[config.mk]
export PLATFORM = sky130hd
export DESIGN_NAME = lift_usage_counter
export DESIGN_NICKNAME = d
export VERILOG_FILES = /design/src/rtl/lift_usage_pkg.sv /design/src/rtl/trip_bcd_counter.sv /design/src/rtl/seg_digit_decoder.sv /design/src/rtl/tone_burst_gen.sv /design/src/rtl/lift_usage_counter.sv
export SDC_FILE = /design/constraint.sdc
export NUM_CORES = 1
export LEC_CHECK = 0
export CAP_MARGIN = 25
export CORE_ASPECT_RATIO = 1.4
export CORE_UTILIZATION = 65
export CTS_BUF_LIST = sky130_fd_sc_hd__clkbuf_8
export CTS_CLUSTER_DIAMETER = 30
export CTS_CLUSTER_SIZE = 40
export DETAILED_ROUTE_END_ITERATION = 8
export DONT_BUFFER_PORTS = 1
export PLACE_DENSITY = 0.87
export SYNTH_ARGS = -nofsm -noshare
export SYNTH_HDL_FRONTEND = slang
export SYNTH_SLANG_ARGS = --single-unit
[constraint.sdc]
create_clock -name clk -period 1.96 [get_ports clk]
set_clock_uncertainty 0.2 [all_clocks]
set_input_delay 0.098 -clock clk [delete_from_list [all_inputs] [get_ports clk]]
set_output_delay 0.098 -clock clk [all_outputs]
set_load 0.02 [all_outputs]
[src/rtl/lift_usage_pkg.sv]
package lift_usage_pkg;
  typedef logic [3:0] bcd_t;
  typedef logic [6:0] seg_t;

  // Lit-segment pattern, bit 6 = g ... bit 0 = a
  function automatic seg_t bcd_to_seg(input bcd_t d);
    seg_t s;
    case (d)
      4'd0:    s = 7'h3F;
      4'd1:    s = 7'h06;
      4'd2:    s = 7'h5B;
      4'd3:    s = 7'h4F;
      4'd4:    s = 7'h66;
      4'd5:    s = 7'h6D;
      4'd6:    s = 7'h7D;
      4'd7:    s = 7'h07;
      4'd8:    s = 7'h7F;
      4'd9:    s = 7'h6F;
      default: s = 7'h00;
    endcase
    return s;
  endfunction
endpackage

[src/rtl/trip_bcd_counter.sv]
module trip_bcd_counter
  import lift_usage_pkg::*;
#(
  parameter int MAX_COUNT = 99
) (
  input  logic clk,
  input  logic rst_n,
  input  logic inc,
  output bcd_t tens,
  output bcd_t ones,
  output logic wrap
);
  localparam bcd_t TOP_TENS = bcd_t'(MAX_COUNT / 10);
  localparam bcd_t TOP_ONES = bcd_t'(MAX_COUNT % 10);

  bcd_t tens_q, ones_q, tens_d, ones_d;
  logic wrap_q, wrap_d;

  always_comb begin
    tens_d = tens_q;
    ones_d = ones_q;
    wrap_d = 1'b0;
    if (inc) begin
      if (tens_q == TOP_TENS && ones_q == TOP_ONES) begin
        tens_d = '0;
        ones_d = '0;
        wrap_d = 1'b1;
      end else if (ones_q == 4'd9) begin
        ones_d = '0;
        tens_d = tens_q + 4'd1;
      end else begin
        ones_d = ones_q + 4'd1;
      end
    end
  end

  always_ff @(posedge clk or negedge rst_n) begin
    if (!rst_n) begin
      tens_q <= '0;
      ones_q <= '0;
      wrap_q <= 1'b0;
    end else begin
      tens_q <= tens_d;
      ones_q <= ones_d;
      wrap_q <= wrap_d;
    end
  end

  assign tens = tens_q;
  assign ones = ones_q;
  assign wrap = wrap_q;
endmodule

[src/rtl/seg_digit_decoder.sv]
module seg_digit_decoder
  import lift_usage_pkg::*;
#(
  parameter bit ACTIVE_LOW = 1'b1
) (
  input  bcd_t digit,
  output seg_t seg
);
  seg_t lit;

  always_comb lit = bcd_to_seg(digit);

  generate
    if (ACTIVE_LOW) begin : g_low
      assign seg = ~lit;
    end else begin : g_high
      assign seg = lit;
    end
  endgenerate
endmodule

[src/rtl/tone_burst_gen.sv]
module tone_burst_gen #(
  parameter int HALF_DIV     = 19231,
  parameter int BURST_HALVES = 6500
) (
  input  logic clk,
  input  logic rst_n,
  input  logic tick,
  input  logic start,
  output logic tone
);
  localparam int HW = (HALF_DIV > 1) ? $clog2(HALF_DIV) : 1;
  localparam int BW = (BURST_HALVES > 1) ? $clog2(BURST_HALVES) : 1;
  localparam logic [HW-1:0] HALF_LAST  = HW'(HALF_DIV - 1);
  localparam logic [BW-1:0] BURST_LAST = BW'(BURST_HALVES - 1);

  logic [HW-1:0] half_q, half_d;
  logic [BW-1:0] nhalf_q, nhalf_d;
  logic          act_q, act_d;
  logic          tone_q, tone_d;

  always_comb begin
    half_d  = half_q;
    nhalf_d = nhalf_q;
    act_d   = act_q;
    tone_d  = tone_q;
    if (start) begin
      act_d   = 1'b1;
      half_d  = '0;
      nhalf_d = '0;
      tone_d  = 1'b0;
    end else if (act_q && tick) begin
      if (half_q == HALF_LAST) begin
        half_d = '0;
        if (nhalf_q == BURST_LAST) begin
          act_d   = 1'b0;
          tone_d  = 1'b0;
          nhalf_d = '0;
        end else begin
          nhalf_d = nhalf_q + 1'b1;
          tone_d  = ~tone_q;
        end
      end else begin
        half_d = half_q + 1'b1;
      end
    end
  end

  always_ff @(posedge clk or negedge rst_n) begin
    if (!rst_n) begin
      half_q  <= '0;
      nhalf_q <= '0;
      act_q   <= 1'b0;
      tone_q  <= 1'b0;
    end else begin
      half_q  <= half_d;
      nhalf_q <= nhalf_d;
      act_q   <= act_d;
      tone_q  <= tone_d;
    end
  end

  assign tone = tone_q;
endmodule

[src/rtl/lift_usage_counter.sv]
module lift_usage_counter
  import lift_usage_pkg::*;
#(
  parameter int MAX_COUNT      = 99,
  parameter bit SEG_ACTIVE_LOW = 1'b1,
  parameter int HALF_DIV       = 19231,
  parameter int BURST_HALVES   = 6500,
  parameter int SYNC_STAGES    = 2
) (
  input  logic       clk,
  input  logic       rst_n,
  input  logic       ref_tick,
  input  logic       cycle_done,
  output logic [6:0] seg_tens,
  output logic [6:0] seg_ones,
  output logic       ovf_pulse,
  output logic       tone_out
);
  localparam int NDIG = 2;

  logic [SYNC_STAGES-1:0] rsync_q;
  logic                   rst_sync_n;
  bcd_t                   tens_d, ones_d;
  bcd_t [NDIG-1:0]        digs;
  seg_t [NDIG-1:0]        segs;

  // asynchronous assert, clocked release
  always_ff @(posedge clk or negedge rst_n) begin
    if (!rst_n) rsync_q <= '0;
    else        rsync_q <= {rsync_q[SYNC_STAGES-2:0], 1'b1};
  end
  assign rst_sync_n = rsync_q[SYNC_STAGES-1];

  trip_bcd_counter #(.MAX_COUNT(MAX_COUNT)) u_cnt (
    .clk  (clk),
    .rst_n(rst_sync_n),
    .inc  (cycle_done),
    .tens (tens_d),
    .ones (ones_d),
    .wrap (ovf_pulse)
  );

  tone_burst_gen #(.HALF_DIV(HALF_DIV), .BURST_HALVES(BURST_HALVES)) u_tone (
    .clk  (clk),
    .rst_n(rst_sync_n),
    .tick (ref_tick),
    .start(ovf_pulse),
    .tone (tone_out)
  );

  assign digs[0] = ones_d;
  assign digs[1] = tens_d;

  generate
    for (genvar g = 0; g < NDIG; g++) begin : g_dig
      seg_digit_decoder #(.ACTIVE_LOW(SEG_ACTIVE_LOW)) u_dec (
        .digit(digs[g]),
        .seg  (segs[g])
      );
    end
  endgenerate

  assign seg_ones = segs[0];
  assign seg_tens = segs[1];
endmodule

After elaboration in Yosys (flattened, before gate mapping)
Memory sizes are Yosys's and may differ from the RTL's.
Cells that the tools add are included.
{"block": "totals", "register_bits": 41, "mem_bits_ro": 224, "wordCells": 51, "memories": 2}
{"memory": "(no name shown)", "words": 16, "word_bits": 7, "rd": 1, "rd_clocked_by_memory_dff": 0, "write_ports": 0, "line_no": "lift_usage_pkg.sv:8", "source": "case (d)"}
{"memory": "(no name shown)", "words": 16, "word_bits": 7, "rd": 1, "rd_clocked_by_memory_dff": 0, "write_ports": 0, "line_no": "lift_usage_pkg.sv:8"}
{"block": "op_classes", "n_addsub": 4, "n_eq_ne": 4, "n_mux": 21, "bitwise_logic": 3, "reduce_logical": 9}
{"cell": "13-bit two-way mux", "n": 4}
{"cell": "15-bit two-way mux", "n": 3}
{"cell": "4-bit two-way mux", "n": 4}
{"cell": "15-bit by 1-bit adder with 15-bit output, second input constant", "n": 1}
{"cell": "15-bit equality test, second input constant", "n": 1}
{"cell": "7-bit NOT", "n": 2}
{"cell": "13-bit by 1-bit adder with 13-bit output, second input constant", "n": 1}
{"cell": "13-bit equality test, second input constant", "n": 1}
{"cell": "1-bit two-way mux", "n": 10}
{"cell": "4-bit by 1-bit adder with 4-bit output, second input constant", "n": 2}
{"cell": "4-bit equality test, second input constant", "n": 2}
{"cell": "2-bit nonzero test", "n": 4}
{"cell": "2-bit AND reduction", "n": 2}
{"cell": "3-bit AND reduction", "n": 1}
{"cell": "1-bit logical AND", "n": 2}
{"cell": "1-bit NOT", "n": 1}

Depth between registers and ports, before layout
{"block": "depth", "depth_word": 5, "ltp_mapped": 8}

Hierarchy
Synthesis repeated with hierarchy kept, for this count alone.
{"block": "hier_totals", "cells_unflattened": 306, "area_unflattened_um2": 2738.9}
{"module": "tone_burst_gen", "instances": 1, "cells_per_inst": 197, "area_per_inst_um2": 1805.5}
{"module": "trip_bcd_counter", "instances": 1, "cells_per_inst": 50, "area_per_inst_um2": 499.2}
{"module": "seg_digit_decoder", "instances": 2, "cells_per_inst": 28, "area_per_inst_um2": 190.2}
{"module": "lift_usage_counter", "instances": 1, "cells_per_inst": 3, "area_per_inst_um2": 53.8}

Least setup slack after synthesis
No wires, ideal clock.
{"block": "synth_path", "path_type": "register to register", "start": "register u_tone.half_q[0]", "end": "register u_tone.nhalf_q[9]", "setup_ns": 0.126, "arrival_ns": 1.991, "t_required_ns": 1.634, "slack_ns": -0.357, "path_stages_with_launch": 7, "path_buffers": 0, "period_less_slack_ns": 2.317, "cell_sequence": "dfrtp_1 > inv_1 > ha_1 > or4b_4 > nor4_4 > nor2_2 > a221o_1"}
{"block": "synth_between", "elab_chain_len": 3}
{"element": "from (decl)", "line_no": "tone_burst_gen.sv:16", "source": "logic [HW-1:0] half_q, half_d;"}
{"element": "from (signal assigned)", "line_no": "tone_burst_gen.sv:55", "source": "half_q <= half_d;"}
{"element": "15-bit equality test", "line_no": "tone_burst_gen.sv:32", "source": "if (half_q == HALF_LAST) begin"}
{"element": "2-bit nonzero test (no source line)"}
{"element": "2-bit AND reduction (no source line)"}
{"element": "to (signal assigned)", "line_no": "tone_burst_gen.sv:56", "source": "nhalf_q <= nhalf_d;"}
{"element": "to (decl)", "line_no": "tone_burst_gen.sv:17", "source": "logic [BW-1:0] nhalf_q, nhalf_d;"}
No other way between the ends.
A chain may end at the register's enable or synchronous reset.

Final worst setup path
{"block": "layout_path", "start": "register u_tone.half_q[10]", "end": "register u_tone.nhalf_q[11]"}
Same word-level chain as after synthesis.

==> impl_metrics.tcl <==
set metrics [dict create \
    outcome "complete, but fails checks" \
    violations "setup timing" \
    dieArea_um2 4090 \
    rsz0062_at_grt "yes" \
    arrival_ps 2090 \
    p_switching_mw 1.15 \
    pin_count 20 \
    worstSetupStartpoint "u_tone.half_q[10]" \
    core_area_um2 3680 \
    yosysTopAreaCellShare 0.411 \
    rows 26 \
    ant_nets 0 \
    start_util 0.679 \
    fin_util 0.829 \
    die_x_um 54.4 \
    pwr-share-seq 0.379 \
    clkLatencyLatePin_ps 300 \
    synth.distinct_cells 56 \
    r2r_cells 5 \
    drc_errors 0 \
    viasPerCell 6.31 \
    synth_top_flop_cell "dfrtp_1" \
    fin_setup_tns_ps -3200 \
    clk_pin_slew_ps 80 \
    num_antenna_cells 0 \
    crit_required_ps 1940 \
    clkPwrFrac 0.202 \
    vdd_drop_max_v 0.00123 \
    nets 336 \
    cts_tree "done" \
    syn_to_final_growth_pct 22.2 \
    ys_seq_area_frac 0.411 \
    worst_slew_pin_slew_ps 501 \
    cts-buffers-inserted 5 \
    hpwl_um 4080 \
    syn_nets 293 \
    synth_cells 276 \
    cts.htree.levels 2 \
    hold_start "ref_tick" \
    cts.sinks 41 \
    routed_wl_um 5980 \
    ys_ff_latch 41 \
    synthesis.area_um2 2490 \
    p_comb_frac 0.420 \
    worst-setup-path-type "reg -> reg" \
    grt_start_max_net_pins 40 \
    path_delay_family "simple AND/OR/NAND/NOR gates" \
    grt_overflow 0 \
    drt-initial-drc-count 61 \
    p_sw_frac 0.429 \
    min_path_cells 3 \
    cts-root-buf "clkbuf_8" \
    port_buffers 0 \
    cp_max_fo 8 \
    worst_slack_ps -151 \
    p_int_mw 1.53 \
    hold_viol 0 \
    gp_congestion 0.885 \
    grt_pass1_vias 2098 \
    power_density_nw_per_um2 880 \
    wire_per_inst_um 16.5 \
    yosysWarningCount 0 \
    fill_cells 228 \
    synth_area_leaders "dfrtp_1 41%, ha_1 6.5%, nor2_1 4.1%, nand2_1 3.8%, o21ai_0 3.6%" \
    r2r-start "u_tone.half_q[10]" \
    synth_edf_count 0 \
    vias 2283 \
    r2r-end "u_tone.nhalf_q[11]" \
    max_stage_delay_ps 590 \
    min_delay_worst_endpoint "u_tone.half_q[0]" \
    die_h_um 75.3 \
    grt_use_total 0.315 \
    firstDrtPassIters 4 \
    finalCriticalPeriod_ps 2110 \
    fmax_mhz 474 \
    leakage_nw 1.49 \
    grt_first_pass_wirelength_um 9180 \
    relSlewSlack 0.666 \
    maxCapViolCount 0 \
    slew_violations 0 \
    yosysTopAreaCell "dfrtp_1" \
    clockBufferDepth 2 \
    critPathSlowestCell "or4b_4" \
    synth_async_sr_flop_share 1.00 \
    min_path_type "in -> reg" \
    cp_num_buf_inv 1 \
    critPathLaunchType "register" \
    end_kind "register" \
    antenna_found_initial 0 \
    drive_above_1_share 0.234 \
    finalSetupViolCount 30 \
    min_period_over_period 1.08 \
    crit_chain "or4b_4, nor4_4, buf_6, nor2_4, a221o_1" \
    rrSetupSlack_ps -150 \
    syn_avg_cell_area_um2 9.04 \
]
registers in the layout, summed over array words and instances, names as in the netlist:
name            cells
u_cnt.wrap          1
u_cnt.tens          4
u_tone.act_q        1
u_tone.nhalf_q     13
u_tone.tone         1
u_tone.half_q      15
rsync_q             2
u_cnt.ones          4
power groups by stage:
stage | sequential [mW] | combinational (mW) | clock [mW]
2_1_floorplan | 0.983 | 0.789 | 0
3_3_place_gp | 1.02 | 0.920 | 0
3_5_place_dp | 1.02 | 0.947 | 0
4_1_cts | 0.997 | 1.03 | 0.548
5_1_grt | 1.03 | 1.22 | 0.568
6_report | 1.02 | 1.13 | 0.541
tightest hold or removal path, cell delays in order:
cell      delay, ps
nand3b_1        170
or2_4           160
o21ai_2          50
Yosys cell counts, types with 2 or more instances:
| cell | instances |
|---|---|
| a211oi_1 | 2 |
| a21o_1 | 3 |
| a21oi_1 | 15 |
| a221o_1 | 5 |
| a22o_1 | 2 |
| a22oi_1 | 2 |
| a31o_2 | 2 |
| a31oi_1 | 3 |
| and3_1 | 10 |
| and4_1 | 4 |
| clkbuf_1 | 8 |
| dfrtp_1 | 41 |
| ha_1 | 13 |
| inv_1 | 14 |
| mux2i_1 | 2 |
| nand2_1 | 25 |
| nand3_1 | 11 |
| nand4_1 | 9 |
| nor2_1 | 27 |
| nor3_1 | 4 |
| nor3b_1 | 3 |
| nor4_1 | 4 |
| nor4b_1 | 4 |
| o21a_1 | 2 |
| o21ai_0 | 18 |
| o221ai_1 | 2 |
| or2_2 | 3 |
| xnor2_1 | 7 |
| xor2_1 | 4 |
placed cells by master, fill, tap and decap left out, drive strengths merged, types with 4 or more instances in the layout:
cell type	netlist	layout
or2	4	4
xor2	4	4
inv	14	15
buf	3	43
and4	4	4
nand2	25	25
xnor2	7	7
nand3	11	11
dfrtp	41	41
a221o	5	5
nand4	9	9
and3	10	10
nor4	5	5
clkbuf	8	5
a21oi	15	15
nor3	4	4
ha	13	13
nor2	28	28
o21ai	19	19
dlygate4sd3	0	4
nor4b	4	4
cell families after synthesis:
family                   count (synthesis)  share of synthesized area
multiplexers                             3                     0.0125
flip-flops                              41                      0.411
XOR/XNOR                                11                     0.0386
buffers and inverters                   25                     0.0426
adder cells (fa/ha/maj)                 13                     0.0652
AO/OA/AOI/OAI                           65                      0.170
AND/OR/NAND/NOR                        117                      0.259
other                                    1                    0.00150
metrics by stage:
step | worst slack (ps) | instances | hold slack, ps | instance area [um^2] | power, mW
after CTS | -159 | 360 | 8.14 | 2980 | 2.58
final | -151 | 362 | 11.0 | 3050 | 2.68
after global placement | -108 | 345 | -398 | 2800 | 1.94
after floorplan | -210 | 276 | -398 | 2530 | 1.77
after global routing | -251 | 362 | 29.5 | 3050 | 2.82
after detailed placement | -180 | 345 | -398 | 2800 | 1.97
final cells by class:
type / instances / area (um^2) / share of cell area
sequential: 41 / 1030 / 0.337
clock buffer: 5 / 68.8 / 0.0226
tap: 42 / 52.6 / 0.0172
multi-input combinational: 210 / 1460 / 0.478
inverter: 14 / 52.6 / 0.0172
clock inverter: 3 / 13.8 / 0.00451
timing repair buffer: 47 / 378 / 0.124
what timing repair did:
action                                  in CTS  in global routing
pin swaps                                    3                  2
hold buffers                                 4                  0
endpoints found under the hold margin       14                  0
endpoints found under the setup margin      34                 40
setup buffers                                3                  2
gates resized for setup                     12                 13
how the worst max path moves through the flow:
stage / endpoint / slack (ps) / cells after the start
2_1_floorplan: u_tone.nhalf_q[9] / -210 / 6
3_3_place_gp: u_tone.nhalf_q[3] / -110 / 7
3_5_place_dp: u_tone.nhalf_q[11] / -180 / 7
4_1_cts: u_tone.nhalf_q[11] / -160 / 7
5_1_grt: u_tone.nhalf_q[7] / -250 / 8
6_report: u_tone.nhalf_q[11] / -150 / 5
metal layers:
metal  track usage  vias to the layer above  wire, um  share of wire
met1         0.341                     1112      2290           0.38
met5             0                        -         0              0
li1              -                     1090         -              -
met4         0.117                        0       148          0.025
met3        0.0599                       16       275          0.046
met2         0.587                       65      3260           0.55
Note: power is estimated with default switching activity, not from simulation.
